## src/rtl/smbus_seq_pkg.sv

```systemverilog
package smbus_seq_pkg;

    localparam logic [2:0] KIND_QUICK     = 3'd0;
    localparam logic [2:0] KIND_BYTE      = 3'd1;
    localparam logic [2:0] KIND_BYTE_DATA = 3'd2;
    localparam logic [2:0] KIND_WORD      = 3'd3;
    localparam logic [2:0] KIND_BLOCK     = 3'd4;

    typedef enum logic [1:0] {
        RES_OK      = 2'd0,
        RES_NODEV   = 2'd1,
        RES_IOERR   = 2'd2,
        RES_INVALID = 2'd3
    } res_e;

    typedef enum logic [2:0] {
        S_IDLE,
        S_ADDRESS,
        S_COMMAND,
        S_RSTART,
        S_QUICK,
        S_READ,
        S_WRITE
    } state_e;

endpackage

```

## src/rtl/smbus_seq_decode.sv

```systemverilog
module smbus_seq_decode
    import smbus_seq_pkg::*;
#(
    parameter int LEN_W = 8
) (
    input  logic [2:0]       kind,
    input  logic             rd,
    input  logic [7:0]       first_byte,
    output logic [LEN_W-1:0] len,
    output logic             base_one,
    output logic             use_cmd,
    output logic             quick_entry,
    output logic             invalid
);

    always_comb begin
        len         = '0;
        base_one    = 1'b0;
        use_cmd     = 1'b0;
        quick_entry = 1'b0;
        invalid     = 1'b0;
        case (kind)
            KIND_QUICK: quick_entry = 1'b1;
            KIND_BYTE: begin
                quick_entry = 1'b1;
                len         = LEN_W'(1);
                use_cmd     = !rd;
            end
            KIND_BYTE_DATA: len = LEN_W'(1);
            KIND_WORD:      len = LEN_W'(2);
            KIND_BLOCK: begin
                len      = LEN_W'(first_byte);
                base_one = 1'b1;
            end
            default: invalid = 1'b1;
        endcase
        if (rd && len == '0)
            invalid = 1'b1;
    end

endmodule

```

## src/rtl/smbus_seq_watch.sv

```systemverilog
module smbus_seq_watch #(
    parameter int TMO_W = 16
) (
    input  logic             clk,
    input  logic             rst_n,
    input  logic             active,
    input  logic             kick,
    input  logic [TMO_W-1:0] limit,
    output logic             expired
);

    logic [TMO_W-1:0] cnt_q;

    assign expired = active && (cnt_q >= limit);

    always_ff @(posedge clk) begin
        if (!rst_n)
            cnt_q <= '0;
        else if (!active || kick)
            cnt_q <= '0;
        else if (!expired)
            cnt_q <= cnt_q + 1'b1;
    end

    // the wait counter never runs past the programmed limit
    p_tmo_bound_r9: assert property (@(posedge clk) disable iff (!rst_n)
        active |-> cnt_q <= limit);

endmodule

```

## src/rtl/smbus_seq.sv

```systemverilog
module smbus_seq
    import smbus_seq_pkg::*;
#(
    parameter int LEN_W = 8,
    parameter int TMO_W = 16,
    localparam int IDX_W = LEN_W + 1
) (
    input  logic             clk,
    input  logic             rst_n,
    input  logic [TMO_W-1:0] cfg_timeout,
    input  logic             req_valid,
    output logic             req_ready,
    input  logic [6:0]       req_addr,
    input  logic             req_read,
    input  logic [7:0]       req_cmd,
    input  logic [2:0]       req_kind,
    output logic [IDX_W-1:0] buf_idx,
    input  logic [7:0]       buf_rdata,
    output logic             buf_we,
    output logic [7:0]       buf_wdata,
    output logic             eng_start,
    output logic             eng_stop,
    output logic             eng_wr,
    output logic [7:0]       eng_wdata,
    output logic             eng_rd,
    input  logic [7:0]       eng_rdata,
    output logic             eng_ack_ctl,
    output logic             eng_clr_flags,
    input  logic             st_sda_ready,
    input  logic             st_bus_err,
    input  logic             st_nack,
    input  logic             st_master,
    output logic             done,
    output logic [1:0]       result,
    output logic             needs_reset
);

    state_e           state_q, state_d;
    logic [7:0]       addr_q, cmd_q;
    logic [LEN_W-1:0] len_q, len_d;
    logic [IDX_W-1:0] ptr_q, ptr_d;
    logic             usecmd_q, ack_q, ack_d;
    logic             done_q, nrst_q;
    res_e             res_q;
    logic             fin, fin_nrst, latch;
    res_e             fin_res;

    logic [LEN_W-1:0] dec_len;
    logic             dec_base, dec_usecmd, dec_quick, dec_invalid;
    logic             busy, ev, fault, nacked, step, tmo_expired, accept;

    assign busy   = (state_q != S_IDLE);
    assign ev     = st_sda_ready || st_bus_err || st_nack;
    assign fault  = ev && (st_bus_err || !st_master);
    assign nacked = ev && !fault && st_nack;
    assign step   = ev && !fault && !st_nack;

    assign req_ready   = !busy && !done_q;
    assign accept      = req_valid && req_ready;
    assign done        = done_q;
    assign result      = res_q;
    assign needs_reset = nrst_q;
    assign eng_ack_ctl = ack_q;

    smbus_seq_decode #(.LEN_W(LEN_W)) u_decode (
        .kind        (req_kind),
        .rd          (req_read),
        .first_byte  (buf_rdata),
        .len         (dec_len),
        .base_one    (dec_base),
        .use_cmd     (dec_usecmd),
        .quick_entry (dec_quick),
        .invalid     (dec_invalid)
    );

    smbus_seq_watch #(.TMO_W(TMO_W)) u_watch (
        .clk     (clk),
        .rst_n   (rst_n),
        .active  (busy),
        .kick    (ev),
        .limit   (cfg_timeout),
        .expired (tmo_expired)
    );

    // Output and next-state process
    always_comb begin
        eng_start     = 1'b0;
        eng_stop      = 1'b0;
        eng_wr        = 1'b0;
        eng_rd        = 1'b0;
        eng_clr_flags = 1'b0;
        eng_wdata     = '0;
        buf_we        = 1'b0;
        buf_idx       = busy ? ptr_q : '0;
        buf_wdata     = eng_rdata;
        state_d       = state_q;
        len_d         = len_q;
        ptr_d         = ptr_q;
        ack_d         = ack_q;
        fin           = 1'b0;
        fin_res       = RES_OK;
        fin_nrst      = 1'b0;
        latch         = 1'b0;
        if (!busy) begin
            if (accept) begin
                latch = 1'b1;
                if (dec_invalid) begin
                    fin     = 1'b1;
                    fin_res = RES_INVALID;
                end else begin
                    eng_start = 1'b1;
                    state_d   = dec_quick ? S_QUICK : S_ADDRESS;
                end
            end
        end else if (fault) begin
            fin      = 1'b1;
            fin_res  = RES_IOERR;
            fin_nrst = 1'b1;
            state_d  = S_IDLE;
        end else if (nacked) begin
            eng_stop      = 1'b1;
            eng_clr_flags = 1'b1;
            fin           = 1'b1;
            fin_res       = RES_NODEV;
            state_d       = S_IDLE;
        end else if (step) begin
            unique case (state_q)
                S_ADDRESS: begin
                    eng_wr    = 1'b1;
                    eng_wdata = {addr_q[7:1], 1'b0};
                    state_d   = S_COMMAND;
                end
                S_COMMAND: begin
                    eng_wr    = 1'b1;
                    eng_wdata = cmd_q;
                    state_d   = addr_q[0] ? S_RSTART : S_WRITE;
                end
                S_RSTART, S_QUICK: begin
                    eng_start = (state_q == S_RSTART);
                    eng_wr    = 1'b1;
                    eng_wdata = addr_q;
                    if (addr_q[0]) begin
                        ack_d   = (len_q == LEN_W'(1));
                        state_d = S_READ;
                    end else begin
                        state_d = S_WRITE;
                    end
                end
                S_READ: begin
                    ack_d  = (len_q == LEN_W'(1));
                    eng_rd = 1'b1;
                    buf_we = 1'b1;
                    len_d  = len_q - LEN_W'(1);
                    ptr_d  = ptr_q + IDX_W'(1);
                    if (len_q == LEN_W'(1)) begin
                        eng_stop = 1'b1;
                        fin      = 1'b1;
                        state_d  = S_IDLE;
                    end
                end
                S_WRITE: begin
                    if (len_q == '0) begin
                        eng_stop = 1'b1;
                        fin      = 1'b1;
                        state_d  = S_IDLE;
                    end else begin
                        eng_wr    = 1'b1;
                        eng_wdata = usecmd_q ? cmd_q : buf_rdata;
                        len_d     = len_q - LEN_W'(1);
                        ptr_d     = ptr_q + IDX_W'(1);
                    end
                end
                default: ;
            endcase
        end else if (tmo_expired) begin
            fin      = 1'b1;
            fin_res  = RES_IOERR;
            fin_nrst = 1'b1;
            state_d  = S_IDLE;
        end
    end

    // State register process
    always_ff @(posedge clk) begin
        if (!rst_n) begin
            state_q  <= S_IDLE;
            addr_q   <= '0;
            cmd_q    <= '0;
            len_q    <= '0;
            ptr_q    <= '0;
            usecmd_q <= 1'b0;
            ack_q    <= 1'b0;
            done_q   <= 1'b0;
            res_q    <= RES_OK;
            nrst_q   <= 1'b0;
        end else begin
            state_q <= state_d;
            len_q   <= len_d;
            ptr_q   <= ptr_d;
            ack_q   <= ack_d;
            done_q  <= fin;
            if (fin) begin
                res_q  <= fin_res;
                nrst_q <= fin_nrst;
            end
            if (latch) begin
                addr_q   <= {req_addr, req_read};
                cmd_q    <= req_cmd;
                usecmd_q <= dec_usecmd;
                len_q    <= dec_len;
                ptr_q    <= IDX_W'(dec_base);
            end
        end
    end

    // completion is a single-cycle pulse
    p_done_pulse_r11: assert property (@(posedge clk) disable iff (!rst_n)
        done |=> !done);

    // bus error while busy ends with I/O error and a reset request
    p_buserr_ends_r7: assert property (@(posedge clk) disable iff (!rst_n)
        (busy && st_bus_err) |=> (done && result == RES_IOERR && needs_reset));

    // a NACK alone ends with the no-device code and no reset request
    p_nack_ends_r8: assert property (@(posedge clk) disable iff (!rst_n)
        (busy && st_nack && st_master && !st_bus_err)
            |=> (done && result == RES_NODEV && !needs_reset));

    // an expired wait with no event ends as an I/O error
    p_timeout_ends_r9: assert property (@(posedge clk) disable iff (!rst_n)
        (tmo_expired && !ev) |=> (done && result == RES_IOERR && needs_reset));

    // reading with one byte left leaves ACK control set
    p_ack_last_r5: assert property (@(posedge clk) disable iff (!rst_n)
        (eng_rd && len_q == LEN_W'(1)) |=> eng_ack_ctl);

    // an invalid request never produced a start
    p_invalid_quiet_r10: assert property (@(posedge clk) disable iff (!rst_n)
        (done && result == RES_INVALID) |-> !$past(eng_start));

endmodule

```

## config.mk

```make
export PLATFORM = sky130hd
export DESIGN_NAME = smbus_seq
export DESIGN_NICKNAME = d
export VERILOG_FILES = /design/src/rtl/smbus_seq_pkg.sv /design/src/rtl/smbus_seq_decode.sv /design/src/rtl/smbus_seq_watch.sv /design/src/rtl/smbus_seq.sv
export SDC_FILE = /design/constraint.sdc
export NUM_CORES = 1
export LEC_CHECK = 0
export ABC_AREA = 1
export CAP_MARGIN = 5
export CORE_ASPECT_RATIO = 1.2
export CORE_MARGIN = 5
export CORE_UTILIZATION = 51
export CTS_CLUSTER_SIZE = 30
export DETAILED_ROUTE_END_ITERATION = 10
export PLACE_DENSITY = 0.79
export SLEW_MARGIN = 20
export SYNTH_ARGS = -nofsm -noshare
export SYNTH_HDL_FRONTEND = slang
export SYNTH_SLANG_ARGS = --single-unit
```

## constraint.sdc

```tcl
create_clock -name clk -period 2 [get_ports clk]
set_input_delay 0.4 -clock clk [delete_from_list [all_inputs] [get_ports clk]]
set_output_delay 0.4 -clock clk [all_outputs]
set_load 0.05 [all_outputs]
```

Word-level counts from Yosys, hierarchy flattened:

Cells that the tools add are included.

* memories: 0
* bits in read-only memories: 0
* bits in latches: 0
* output and inout port bits: 37
* bits in registers: 58
* RAM bits: 0

* add/subtract/negate cells: 3
* $lt $le $gt $ge: 1
* eq/ne operators: 21
* reduce and logical (&&, ||, !) cells: 39
* divide/modulo/power cells: 0
* bitwise operators: 3
* $mul: 0
* shift operators: 0
* multiplexer cells: 91

Operators with widths (number)
* 8-bit two-way mux: 12
* 1-bit two-way mux: 50
* 3-bit two-way mux: 11
* 8-bit case mux with 4 select lines: 1
* 8-bit case mux with 3 select lines: 1
* 6-bit AND reduction: 4
* 9-bit two-way mux: 2
* 9-bit case mux with 2 select lines: 1
* 16-bit by 1-bit adder with 16-bit output (second input constant): 1
* 16-bit >= comparator: 1
* 8-bit logical NOT: 2
* 2-bit two-way mux: 8
* 8-bit case mux with 2 select lines: 1
* 3-bit case mux with 5 select lines: 1
* 3-bit by 2-bit equality test with 1-bit output (second input constant): 4
* 3-bit equality test (second input constant): 4
* 6-bit != test (second input constant): 2
* 2-bit nonzero test: 5
* 2-bit OR reduction: 5
* 9-bit by 1-bit adder with 9-bit output (second input constant): 1
* 9-bit by 4-bit != test with 1-bit output (second input constant): 1
* 8-bit by 1-bit equality test with 1-bit output (second input constant): 1
* 1-bit logical AND: 8
* 2-bit != test (second input constant): 4
* 13 further kinds: 27

Logic depth before layout (Yosys ltp):

* depth after elaboration: 11
* gate-level depth with buffers: 18
* mapped depth without buffers: 18

By module:

A second synthesis with hierarchy kept.

* cells, all modules: 619
* area, all modules: 4087.7 µm²

By module, submodules not included
* smbus_seq: times used 1, cells an instance 388, seq. area each 840.8 µm², area each 2563.7 µm²
* smbus_seq_watch: times used 1, cells an instance 194, seq. area each 320.3 µm², area each 1343.8 µm²
* smbus_seq_decode: times used 1, cells an instance 37, seq. area each 0.0 µm², area each 180.2 µm²

Worst setup path before layout:

OpenSTA, ideal clock, no wires.

* kind: input to output
* start point: input port st_bus_err
* end point: output port eng_stop
* stages: 8
* arrival: 2.107 ns
* setup slack: -0.507 ns
* path buffers: 1
* cell sequence: inv_1 -> nand4_4 -> buf_6 -> nor2_1 -> nand2_1 -> nand3_1 -> nand2_1 -> inv_1

* word-level cells in the longest chain between the ends: 10

RTL lines
* start: declaration: line smbus_seq.sv:30 `input logic st_bus_err,`
* 1-bit logical OR (2 in series): line smbus_seq.sv:53 `assign ev = st_sda_ready || st_bus_err || st_nack;`
* 1-bit logical AND: line smbus_seq.sv:54 `assign fault = ev && (st_bus_err || !st_master);`
* 1-bit logical NOT: line smbus_seq.sv:55, smbus_seq.sv:56
* 1-bit logical AND: line smbus_seq.sv:55, smbus_seq.sv:56
* 1-bit logical AND: line smbus_seq.sv:56 `assign step = ev && !fault && !st_nack;`
* 1-bit two-way mux: line smbus_seq.sv:126 `end else if (step) begin`
* 1-bit two-way mux: line smbus_seq.sv:120 `end else if (nacked) begin`
* 1-bit two-way mux *: line smbus_seq.sv:115 `end else if (fault) begin`
* 1-bit two-way mux *: line smbus_seq.sv:104 `if (!busy) begin`
* end: declaration: line smbus_seq.sv:22 `output logic eng_stop,`

Every way passes the cells marked *; elsewhere a longest branch is shown, timed or not.

Worst setup path in the final report:

* start point: register state_q[2]
* end point: output port eng_wdata[6]

* word-level cells in the longest chain between the ends: 7

RTL lines
* start: declaration: line smbus_seq.sv:38 `state_e state_q, state_d;`
* start signal: assignment: line smbus_seq.sv:197 `state_q <= state_d;`
* 3-bit by 2-bit equality test with 1-bit output or 3-bit equality test (tied branches): line smbus_seq.sv:127 `unique case (state_q)`
* 2-bit OR reduction: line smbus_seq.sv:127
* 8-bit case mux with 4 select lines: line smbus_seq.sv:127
* 8-bit two-way mux: line smbus_seq.sv:126
* 8-bit two-way mux: line smbus_seq.sv:120
* 8-bit two-way mux: line smbus_seq.sv:115
* 8-bit two-way mux *: line smbus_seq.sv:104
* end: declaration: line smbus_seq.sv:24 `output logic [7:0] eng_wdata,`

Marks and branches as above.

==> results.md <==
Outcome:
- The run finished, with violations left.
- The final reports fail on setup timing.

Timing:
- Across the routed clock network, the largest skew measured is 0.0116 ns.
- Setup repair after global routing could not meet its margin everywhere.
- At the pin with the least slew margin, the transition time is 0.622 ns.
- The final number of hold-violating endpoints was 0.
- The post-route fraction of the period consumed by the critical path is 114%.
- The shortest period the worst path allows is 2.28 ns.
- The fmax is roughly 0.44 GHz.
- The minimum setup slack in the final design is -0.278 ns.
- The final setup violation count is 11.
- Measured against its own limit, the worst slew margin works out to 58.2%.
- The count of pins over their slew limit is 0.

Power and ir drop:
- The power density of the placed cells is 889 nW/um^2.
- The leakage power summed over all cells is between 2 and 3 nW.
- The worst-case IR drop observed on VDD is 0.835 mV.
- Total power for the finished layout comes to 0.00567 W.

Floorplan:
- The die covers 9630 sq um.
- The width of the die is about 90 um.
- The die is roughly 110 um tall.
- The floorplan has 35 rows.
- The top-level port count is 95.
- After floorplanning, the core was sized to cover 7620 sq um.
- For this configuration, the core starts out at a cell density of between 50% and 60%.

GRT:
- The pin count of the biggest net entering global routing is 38.
- Summed over all layers, the global routing overflow is 0.
- The first global-routing pass estimated between 15 and 20 mm of wire.
- The via count of the first global-routing pass is 4510.
- The number of antenna violations at the first check in global routing is 0.
- The overall track demand over capacity in global routing is 24.8%.

Clocking:
- After clock tree synthesis, the clock-pin slew on the worst setup and hold paths is 0.06 ns.
- The tree is rooted in a sky130_fd_sc_hd__clkbuf_8.
- The clock passes through at most 2 buffers.
- The clock net in this run drives a total of 58 sinks.
- In this run the number of H-tree levels came out at 3.
- For the worst-skew pair, the clock arrives at the later sink with an insertion delay of 0.34 ns.
- TritonCTS built the clock tree.
- TritonCTS created 9 clock buffers.
- For this design, the CTS-stage hold fixing added 0 buffers.

Placed design:
- The detailed-placement wirelength estimate is 9.00 mm.
- The congestion estimate from routability-driven global placement came to 0.914.
- During placement, the flow inserted port buffers numbering 78.

Routing:
- The detail-routed via count per cell is 5.51.
- The DRC marker count from the first detailed-route iteration is 297.
- For this block, the via count after detailed routing is 4702.
- The total wire length is roughly 13 mm.
- The count of nets left with antenna violations once routing finished came out at 0.
- The first-pass iteration count of the detailed router is 6.
- In the routed design, unresolved DRC markers number 0.
- In the final routed layout, each cell accounts on average for 15.5 um.

Logic synthesis:
- Summing the sequential cell areas from Yosys gives 29.3% of the chip area.
- The synthesized netlist cell count is 597.
- By area the synthesized netlist is led by sky130_fd_sc_hd__dfxtp_1 29%, sky130_fd_sc_hd__nand2_1 13%, sky130_fd_sc_hd__inv_1 9.0%.
- The count of state elements after synthesis is 58.
- The number of synthesis warnings is 0.
- In this run, synthesis inferred 0 flip-flops with an integrated enable.
- The top cell type by area accounts for between 20 and 30% of the synthesized area.
- Counting flops with an async set or reset pin after synthesis yields a share of 0%.
- For this run, the leading register cell type out of synthesis is sky130_fd_sc_hd__dfxtp_1.
- The cell area that synthesis handed to floorplanning was 3960 sq um.
- The average size of a mapped cell is 6.63 sq um.
- Synthesis produced a netlist with a net count of roughly 680.
- The largest total area in the synthesized netlist belongs to sky130_fd_sc_hd__dfxtp_1.
- The post-synthesis cell type count is 47.

Flow run:
- The max-cap check violation count is 0.

Layout:
- In the final layout, the share of cells above drive strength 1 is 35.2%.
- The core occupancy in the finished layout is 83.8%.
- The leading cell type in the layout, fill and taps excluded is sky130_fd_sc_hd__nand2_1.
- The library cells used most frequently in the layout, excluding fill and tap cells, are 121 x sky130_fd_sc_hd__nand2_1, 84 x sky130_fd_sc_hd__buf_4, 67 x sky130_fd_sc_hd__inv_1, 50 x sky130_fd_sc_hd__a21oi_1, 47 x sky130_fd_sc_hd__dfxtp_1.
- The number of filler instances in the final layout is 470.
- The final net count is between 800 and 900.
- 0 antenna diodes ended up in the layout.
- Compared with the post-synthesis result, the final layout area differs by 61.3%.

Setup path:
- For the worst setup path, the data arrival time is 1.88 ns.
- The kind of end point of the critical path is an output port.
- By startpoint and endpoint, the worst setup path is classified as flip-flop to output port.
- The type of element launching the critical path is a flip-flop.
- The required time of the worst setup path is 1.60 ns.
- Along the worst path, the maximum fanout reaches 7.

Hold path:
- The min-delay analysis places its worst path in the category flip-flop to flip-flop.
flip-flops by register name, summed over array words and instances (netlist names):
name / count
addr_q: 8
u_watch.cnt_q: 16
len_q: 8
result: 2
eng_ack_ctl: 1
cmd_q: 8
needs_reset: 1
usecmd_q: 1
state_q: 3
done: 1
ptr_q: 9
per-layer routing:
| metal | global-route usage, % | share of wire (%) | up-vias |
|---|---|---|---|
| met3 | 4.74 | 5.4 | 53 |
| met2 | 45.2 | 53 | 201 |
| li1 | - | - | 2268 |
| met1 | 27.2 | 37 | 2180 |
| met5 | 0 | 0 | - |
| met4 | 12.1 | 4.2 | 0 |
cell families after synthesis:
family                     Yosys count  synth area share [%]
adders and majority gates           20                  6.32
AOI/OAI and AO/OA                  129                  17.9
xor gates and xnor gates            13                  2.88
DFF                                 58                  29.3
and+or+nand+nor                    251                  29.7
buffers and inverters              126                  13.9
cells in the mapped netlist (3+ instances only):
cell type,n
sky130_fd_sc_hd__a21oi_1,63
sky130_fd_sc_hd__a31oi_1,3
sky130_fd_sc_hd__buf_2,4
sky130_fd_sc_hd__buf_4,9
sky130_fd_sc_hd__buf_6,3
sky130_fd_sc_hd__clkbuf_1,4
sky130_fd_sc_hd__dfxtp_1,58
sky130_fd_sc_hd__ha_1,20
sky130_fd_sc_hd__inv_1,95
sky130_fd_sc_hd__inv_2,7
sky130_fd_sc_hd__nand2_1,133
sky130_fd_sc_hd__nand2_2,3
sky130_fd_sc_hd__nand3_1,25
sky130_fd_sc_hd__nand4_1,8
sky130_fd_sc_hd__nor2_1,43
sky130_fd_sc_hd__nor2_2,3
sky130_fd_sc_hd__nor3_1,17
sky130_fd_sc_hd__nor4_1,3
sky130_fd_sc_hd__o211ai_1,4
sky130_fd_sc_hd__o21ai_0,35
sky130_fd_sc_hd__o21ai_1,9
sky130_fd_sc_hd__o221ai_1,3
sky130_fd_sc_hd__xnor2_1,4
sky130_fd_sc_hd__xor2_1,9
power breakdown:
part	leakage [nW]	switching (W)	internal, W	total, W
Sequential	0.478	0.000163	0.00139	0.00155
Combinational	2.28	0.00173	0.00133	0.00306
Clock	0.101	0.000444	0.000625	0.00107
Total	2.86	0.00234	0.00334	0.00567
through the flow:
stage,setup WS (ns),area (sq um),TNS (ns),cells,hold WS [ns]
floorplan,-0.234,3970,-0.453,597,0.429
global placement,-0.464,5460,-10.97,811,0.440
detailed placement,-0.517,5460,-12.33,811,0.448
CTS,-0.295,5950,-2.03,834,0.456
global route,-0.407,6390,-3.69,854,0.491
finish,-0.278,6390,-1.98,854,0.459
critical path: stages, from the launching register on:
cell and delay, ns:
sky130_fd_sc_hd__dfxtp_4 0.40, sky130_fd_sc_hd__inv_2 0.07, sky130_fd_sc_hd__nand3_1 0.11, sky130_fd_sc_hd__nand2_1 0.12
sky130_fd_sc_hd__nor2_4 0.11, sky130_fd_sc_hd__inv_1 0.05, sky130_fd_sc_hd__a22oi_2 0.19, sky130_fd_sc_hd__o31ai_2 0.10
sky130_fd_sc_hd__nand2_1 0.13, sky130_fd_sc_hd__clkinvlp_4 0.12, sky130_fd_sc_hd__buf_12 0.15
final timing paths:
path,cells past startpoint,to,slack [ns],startpoint
max,10,eng_wdata[6],-0.28,state_q[2]
min,2,addr_q[7],0.46,addr_q[7]
max reg2reg,6,u_watch.cnt_q[4],0.03,u_watch.cnt_q[1]
min reg2reg,2,addr_q[7],0.46,addr_q[7]
cell type report:
class	instances	area (sq um)	share of cell area (%)
multi-input cells	413	2660	41.6
clock buffers	11	151	2.37
inverters	105	435	6.82
flip-flops and latches	58	1180	18.4
clock inverters	3	40.0	0.627
well taps	92	115	1.80
repair buffers	171	1800	28.2
repair inverters	1	8.76	0.137
timing repair:
action / 4_1_cts / 5_1_grt
buffers inserted: 9 / 21
cloned: 0 / 1
gates resized for setup: 81 / 79
pin swaps: 40 / 41
endpoints found under the setup margin: 44 / 47
No activity file was read; power rests on OpenSTA's default activity.
